File: config.mk
export PLATFORM = sky130hd
export DESIGN_NAME = vdp_mem_arb
export DESIGN_NICKNAME = d
export VERILOG_FILES = /design/src/rtl/vdp_arb_pkg.sv /design/src/rtl/vdp_arb_line_timer.sv /design/src/rtl/vdp_arb_window_gen.sv /design/src/rtl/vdp_arb_cpu_buf.sv /design/src/rtl/vdp_mem_arb.sv
export SDC_FILE = /design/constraint.sdc
export NUM_CORES = 1
export LEC_CHECK = 0
export BUFFER_PORTS_ARGS = -buffer_cell sky130_fd_sc_hd__buf_2
export CORE_ASPECT_RATIO = 0.9
export CORE_UTILIZATION = 50
export DETAILED_ROUTE_END_ITERATION = 6
export PLACE_DENSITY_LB_ADDON = 0.15
export SKIP_LAST_GASP = 1
export SYNTH_ARGS = -nofsm -noshare
export SYNTH_HDL_FRONTEND = slang
export SYNTH_SLANG_ARGS = --single-unit
File: constraint.sdc
create_clock -name clk_i -period 2.4 [get_ports clk_i]
set_input_delay 0.12 -clock clk_i [delete_from_list [all_inputs] [get_ports clk_i]]
set_output_delay 0.12 -clock clk_i [all_outputs]
set_load 0.02 [all_outputs]
File: src/rtl/vdp_arb_pkg.sv
package vdp_arb_pkg;
  typedef enum logic [2:0] {
    ACC_IDLE   = 3'd0,
    ACC_DISP   = 3'd1,
    ACC_RFSH   = 3'd2,
    ACC_CPU_RD = 3'd3,
    ACC_CPU_WR = 3'd4
  } acc_t;

  typedef enum logic [1:0] {
    MODE_GFX     = 2'd0,
    MODE_TXT     = 2'd1,
    MODE_MC      = 2'd2,
    MODE_GFX_ALT = 2'd3
  } mode_t;
endpackage

File: src/rtl/vdp_arb_line_timer.sv
module vdp_arb_line_timer #(
  parameter int LINE_CLKS = 342,
  localparam int HW = $clog2(LINE_CLKS)
) (
  input  logic          clk_i,
  input  logic          rst_ni,
  output logic [HW-1:0] hcnt_o,
  output logic          line_end_o,
  output logic          cyc_end_o
);
  logic [HW-1:0] hcnt_q;

  assign line_end_o = (hcnt_q == HW'(LINE_CLKS - 1));
  assign cyc_end_o  = hcnt_q[0];
  assign hcnt_o     = hcnt_q;

  always_ff @(posedge clk_i or negedge rst_ni) begin
    if (!rst_ni)         hcnt_q <= '0;
    else if (line_end_o) hcnt_q <= '0;
    else                 hcnt_q <= hcnt_q + HW'(1);
  end
endmodule

File: src/rtl/vdp_arb_window_gen.sv
module vdp_arb_window_gen
  import vdp_arb_pkg::*;
#(
  parameter int GFX_PERIOD       = 16,
  parameter int TXT_PERIOD       = 3,
  parameter int MC_PERIOD        = 4,
  parameter int BLANK_PERIOD     = 2,
  parameter int REFRESH_PER_LINE = 32
) (
  input  logic  clk_i,
  input  logic  rst_ni,
  input  logic  cyc_end_i,
  input  logic  line_end_i,
  input  logic  line_blank_i,
  input  mode_t line_mode_i,
  output logic  win_o,
  output logic  rfsh_o
);
  localparam int MAX_A = (GFX_PERIOD > TXT_PERIOD) ? GFX_PERIOD : TXT_PERIOD;
  localparam int MAX_B = (MC_PERIOD > BLANK_PERIOD) ? MC_PERIOD : BLANK_PERIOD;
  localparam int MAXP  = (MAX_A > MAX_B) ? MAX_A : MAX_B;
  localparam int WW    = (MAXP > 2) ? $clog2(MAXP) : 1;
  localparam int RW    = $clog2(REFRESH_PER_LINE + 1);

  logic [WW:0]   period;
  logic [WW-1:0] wcnt_q;
  logic          wrap;

  always_comb begin
    if (line_blank_i) period = (WW+1)'(BLANK_PERIOD);
    else begin
      unique case (line_mode_i)
        MODE_TXT: period = (WW+1)'(TXT_PERIOD);
        MODE_MC:  period = (WW+1)'(MC_PERIOD);
        default:  period = (WW+1)'(GFX_PERIOD);
      endcase
    end
  end

  assign wrap  = ({1'b0, wcnt_q} == period - (WW+1)'(1));
  assign win_o = (wcnt_q == '0);

  // window phase restarts with every line
  always_ff @(posedge clk_i or negedge rst_ni) begin
    if (!rst_ni)         wcnt_q <= '0;
    else if (line_end_i) wcnt_q <= '0;
    else if (cyc_end_i)  wcnt_q <= wrap ? '0 : wcnt_q + WW'(1);
  end

  generate
    if (REFRESH_PER_LINE > 0) begin : g_rfsh
      logic [RW-1:0] rcnt_q;
      assign rfsh_o = line_blank_i && !win_o && (rcnt_q < RW'(REFRESH_PER_LINE));
      always_ff @(posedge clk_i or negedge rst_ni) begin
        if (!rst_ni)                    rcnt_q <= '0;
        else if (line_end_i)            rcnt_q <= '0;
        else if (cyc_end_i && rfsh_o)   rcnt_q <= rcnt_q + RW'(1);
      end
    end else begin : g_no_rfsh
      assign rfsh_o = 1'b0;
    end
  endgenerate
endmodule

File: src/rtl/vdp_arb_cpu_buf.sv
module vdp_arb_cpu_buf (
  input  logic clk_i,
  input  logic rst_ni,
  input  logic req_i,
  input  logic we_i,
  input  logic grant_i,
  output logic pend_o,
  output logic we_o
);
  logic pend_q, we_q;

  always_ff @(posedge clk_i or negedge rst_ni) begin
    if (!rst_ni) begin
      pend_q <= 1'b0;
      we_q   <= 1'b0;
    end else if (grant_i) begin
      pend_q <= 1'b0;
    end else if (req_i && !pend_q) begin
      pend_q <= 1'b1;
      we_q   <= we_i;
    end
  end

  assign pend_o = pend_q;
  assign we_o   = we_q;
endmodule

File: src/rtl/vdp_mem_arb.sv
module vdp_mem_arb
  import vdp_arb_pkg::*;
#(
  parameter int LINE_CLKS        = 342,
  parameter int GFX_PERIOD       = 16,
  parameter int TXT_PERIOD       = 3,
  parameter int MC_PERIOD        = 4,
  parameter int BLANK_PERIOD     = 2,
  parameter int REFRESH_PER_LINE = 32
) (
  input  logic       clk_i,
  input  logic       rst_ni,
  input  logic       req_i,
  input  logic       we_i,
  input  logic [1:0] mode_i,
  input  logic       vblank_i,
  input  logic       disp_en_i,
  output logic       grant_o,
  output logic [2:0] acc_type_o,
  output logic       busy_o
);
  localparam int HW = $clog2(LINE_CLKS);

  logic [HW-1:0] hcnt;
  logic          line_end, cyc_end, phase;
  logic          win, rfsh, pend, pend_we;
  logic          line_blank_q;
  mode_t         line_mode_q;
  acc_t          type_d, type_q;

  vdp_arb_line_timer #(.LINE_CLKS(LINE_CLKS)) u_timer (
    .clk_i      (clk_i),
    .rst_ni     (rst_ni),
    .hcnt_o     (hcnt),
    .line_end_o (line_end),
    .cyc_end_o  (cyc_end)
  );

  // schedule is fixed for a whole line
  always_ff @(posedge clk_i or negedge rst_ni) begin
    if (!rst_ni) begin
      line_blank_q <= 1'b1;
      line_mode_q  <= MODE_GFX;
    end else if (line_end) begin
      line_blank_q <= vblank_i | ~disp_en_i;
      line_mode_q  <= mode_t'(mode_i);
    end
  end

  vdp_arb_window_gen #(
    .GFX_PERIOD       (GFX_PERIOD),
    .TXT_PERIOD       (TXT_PERIOD),
    .MC_PERIOD        (MC_PERIOD),
    .BLANK_PERIOD     (BLANK_PERIOD),
    .REFRESH_PER_LINE (REFRESH_PER_LINE)
  ) u_win (
    .clk_i        (clk_i),
    .rst_ni       (rst_ni),
    .cyc_end_i    (cyc_end),
    .line_end_i   (line_end),
    .line_blank_i (line_blank_q),
    .line_mode_i  (line_mode_q),
    .win_o        (win),
    .rfsh_o       (rfsh)
  );

  assign phase   = hcnt[0];
  assign grant_o = win && !phase && pend;

  vdp_arb_cpu_buf u_buf (
    .clk_i   (clk_i),
    .rst_ni  (rst_ni),
    .req_i   (req_i),
    .we_i    (we_i),
    .grant_i (grant_o),
    .pend_o  (pend),
    .we_o    (pend_we)
  );

  always_comb begin
    if (win)               type_d = pend ? (pend_we ? ACC_CPU_WR : ACC_CPU_RD) : ACC_IDLE;
    else if (rfsh)         type_d = ACC_RFSH;
    else if (line_blank_q) type_d = ACC_IDLE;
    else                   type_d = ACC_DISP;
  end

  // owner decided on the first clock, held on the second
  always_ff @(posedge clk_i or negedge rst_ni) begin
    if (!rst_ni)     type_q <= ACC_IDLE;
    else if (!phase) type_q <= type_d;
  end

  assign acc_type_o = phase ? type_q : type_d;
  assign busy_o     = pend;
endmodule

==> results.yml <==
worst_setup_path:
  max_stage_delay_ns: 0.46
  cp-start-kind: "flip-flop"
  cp-end-kind: "output pin"
  critPathArrivalTime_ns: 2.06
  path_cells: "inv_1, ha_1, nor3b_4, buf_4, o32a_1, o21ai_0, buf_2"
  crit_family: "compound AO/OA/AOI/OAI gates"
  cp_max_fo: 6
  cp.required_ns: 2.28
  worst-path-buf-inv: 3
  crit_type: "flip-flop to output pin"
  timing.critical_path.slowest_stage_cell: "dfrtp_1"
die:
  ios: 13
  fp.dieH_um: 52.2
  die-area_mm2: 0.00301
  core-area_mm2: 0.00255
  die_width_um: 57.8
  rows: 17
  start_util_pct: 54.8
synth:
  synth_cell_type_count: 35
  synth.yosys.seq_area_share_pct: 48.4
  synth_cells: 132
  synth_seq_cells: 27
  synth_area_per_cell_um2: 10.6
  syn-cell-area_mm2: 0.00140
  yosys_warnings: 0
  synth_fp_nets: 148
sta:
  hold_viol: 0
  fin_setup_tns_ns: 0
  slew_headroom_pct: 60.2
  fin_skew_ns: 0.00969
  final_max_slew_viol_count: 0
  rsz0062_at_grt: "no"
  min_period_over_period_pct: 90.6
  finalSetupViolations: 0
  max_freq_mhz: 460
  post-route-min-period_ns: 2.18
  tightest_slew_ns: 0.596
  finalHoldWorstSlack_ns: 0.0281
route:
  drc_errors: 0
  routed-via-count: 988
  ant_nets: 0
  wl_mm: 2.40
  via_per_inst: 5.49
  dr.first_iter.drc_count: 44
  wire_per_inst_um: 13.3
  drtPass1Iterations: 4
pwr:
  internal-power_mw: 0.556
  pwr-share-comb_pct: 7.7
  cellPowerDensity_mw_per_mm2: 458
  clockPowerShare_pct: 26.6
  ir_worst_vdd_v: 0.000323
  power_leakage_nw: 0.729
  p_switching_mw: 0.163
  switching_share_pct: 22.7
  p_seq_share_pct: 65.7
placed_design:
  io_buffer_count: 12
  gp_congestion: 0.843
  dpl.hpwl_mm: 1.70
cts:
  cts-buffers-inserted: 3
  htree_levels: 1
  cts-root-buf: "clkbuf_4"
  clk_pin_slew_ns: 0.14
  cts_buffer_depth: 2
  insertion_delay_ns: 0.32
  cts_tree: "done"
  post_cts_resized: 0
  cts.sinks: 27
grt:
  grt_max_degree: 28
  grt_antenna_before_repair: 0
  grt_pass1_vias: 932
  grt_overflow: 0
  gr-usage-all-layers_pct: 19.0
  grt_pass1_wl_mm: 4.22
finish:
  area_growth_syn_to_layout_pct: 12.3
  nFillCells: 207
  multi_input_area_um2: 677
  nNetsFinal: 169
  drive_above_1_share_pct: 18.4
  diodes: 0
  final-seq-area_um2: 677
hold_path:
  holdCritPathClass: "primary input to flip-flop"
run_status:
  status: "finished, final reports clean"
run:
  cap_violations: 0
## per-stage QoR
stage / std cells / total power [mW] / worst slack (ns) / area (um2) / utilization (%)
after global placement: 170 / 0.532 / 0.575 / 1490 / 58.4
after CTS: 177 / 0.734 / 0.124 / 1550 / 60.6
after global routing: 180 / 0.759 / 0.0567 / 1570 / 61.6
final: 180 / 0.719 / 0.225 / 1570 / 61.6
after floorplan: 132 / 0.507 / 0.452 / 1400 / -
after detailed placement: 170 / 0.533 / 0.508 / 1490 / 58.4
## power groups by stage
| stage | clock network, mW | registers, mW | logic (mW) |
|---|---|---|---|
| after floorplan | 0 | 0.480 | 0.0266 |
| after global placement | 0 | 0.481 | 0.0508 |
| after detailed placement | 0 | 0.481 | 0.0519 |
| after CTS | 0.206 | 0.473 | 0.0553 |
| after global routing | 0.223 | 0.474 | 0.0613 |
| final | 0.191 | 0.472 | 0.0552 |
## sequential cells by signal, summed over array words and instances, names as in the netlist
| signal | count |
|---|---|
| u_timer.hcnt_o | 9 |
| u_win.g_rfsh.rcnt_q | 6 |
| u_win.wcnt_q | 4 |
| type_q | 3 |
| line_mode_q | 2 |
| line_blank_q | 1 |
| u_buf.pend_o | 1 |
| u_buf.we_o | 1 |
## placed cells by master (no fill, tap or decap), types with 2 or more instances in the layout
cell and instances:
a2111oi_2 2, buf_2 12, xnor2_1 10, nand3b_1 2
mux2_2 2, a21oi_1 3, ha_1 8, nor2_1 18
o211ai_1 2, dlygate4sd3_1 4, buf_4 4, nor4b_2 2
inv_1 7, o22ai_1 2, nand2_1 8, dfrtp_1 26
nand3_1 5, o21ai_0 7, and3_1 5, xor2_1 3
clkbuf_4 3
## cell type report
class	instances	area share, %
Multi-Input combinational cell	94	43.1
Tap cell	28	2.23
Timing Repair Buffer	20	8.28
Sequential cell	27	43.1
Inverter	7	1.67
Clock buffer	4	1.67
## repair_timing
item	4_1_cts	5_1_grt
hold buffers	3	1
setup endpoints to repair	0	2
buffers inserted	0	2
endpoints found under the hold margin	28	1
## routing by layer
| metal | part of all wire, % | wire length [um] | track usage [%] |
|---|---|---|---|
| met1 | 50 | 1200 | 25.5 |
| met2 | 47 | 1130 | 30.6 |
| met3 | 2.2 | 53 | 5.19 |
| met4 | 0.67 | 16 | 5.16 |
| met5 | 0 | 0 | 0 |
## worst paths after layout
path                                   start  slack, ns  cells after the start                 to
min in group asynchronous             rst_ni       0.32                      2  u_timer.hcnt_o[5]
max reg2reg                     line_blank_q       0.56                      6    u_win.wcnt_q[3]
min                                    req_i       0.03                      3       u_buf.pend_o
max in group asynchronous             rst_ni       1.69                      2       u_buf.pend_o
min reg2reg                u_timer.hcnt_o[7]       0.50                      1  u_timer.hcnt_o[7]
max                          u_win.wcnt_q[0]       0.22                      7      acc_type_o[1]
## worst reg2reg max path, delay by kind of cell, from the launching register on
family | cells | cell delay (ns)
buffers and inverters | 1 | 0.13
flip-flops | 1 | 0.62
XOR/XNOR | 1 | 0.14
adder cells (fa/ha/maj) | 1 | 0.23
AO/OA/AOI/OAI | 2 | 0.54
AND/OR/NAND/NOR | 1 | 0.09
## synthesized netlist by cell type
cell type | count | area [um2]
dfstp_2 | 1 | 26.3
inv_1 | 7 | 26.3
nor3b_1 | 1 | 7.51
a31oi_1 | 1 | 6.26
nand2b_1 | 1 | 6.26
nand3_1 | 5 | 25.0
nor2_2 | 1 | 6.26
ha_1 | 8 | 100
o211ai_1 | 2 | 15.0
clkbuf_1 | 1 | 3.75
o31ai_1 | 1 | 7.51
o32ai_1 | 1 | 8.76
dfrtp_1 | 26 | 651
nor4b_2 | 2 | 30.0
a21oi_1 | 3 | 15.0
o22ai_1 | 2 | 12.5
and4b_1 | 1 | 10.0
o32a_1 | 1 | 10.0
buf_2 | 3 | 15.0
o211a_1 | 1 | 10.0
xor2_1 | 3 | 26.3
nand4b_1 | 1 | 8.76
nand4bb_1 | 1 | 11.3
a2111oi_2 | 2 | 30.0
nor2_1 | 18 | 67.6
xnor2_1 | 10 | 87.6
o21ai_0 | 7 | 35.0
mux2_2 | 2 | 22.5
nand3b_1 | 2 | 15.0
nor3b_4 | 1 | 18.8
o21bai_1 | 1 | 7.51
and3_1 | 5 | 31.3
nand2_1 | 8 | 30.0
a22o_1 | 1 | 8.76
nor2b_1 | 1 | 6.26
## cell families (layout without fill, tap and decap cells)
| group | after synthesis | count (layout) | synth area share [%] |
|---|---|---|---|
| simple gates | 48 | 48 | 19.6 |
| flops | 27 | 27 | 48.4 |
| compound gates | 23 | 23 | 11.9 |
| xor+xnor | 13 | 13 | 8.14 |
| buf+inv | 11 | 31 | 3.22 |
| fa+ha+maj | 8 | 8 | 7.16 |
| mux | 2 | 2 | 1.61 |
Note: power is estimated with default switching activity, not from simulation.
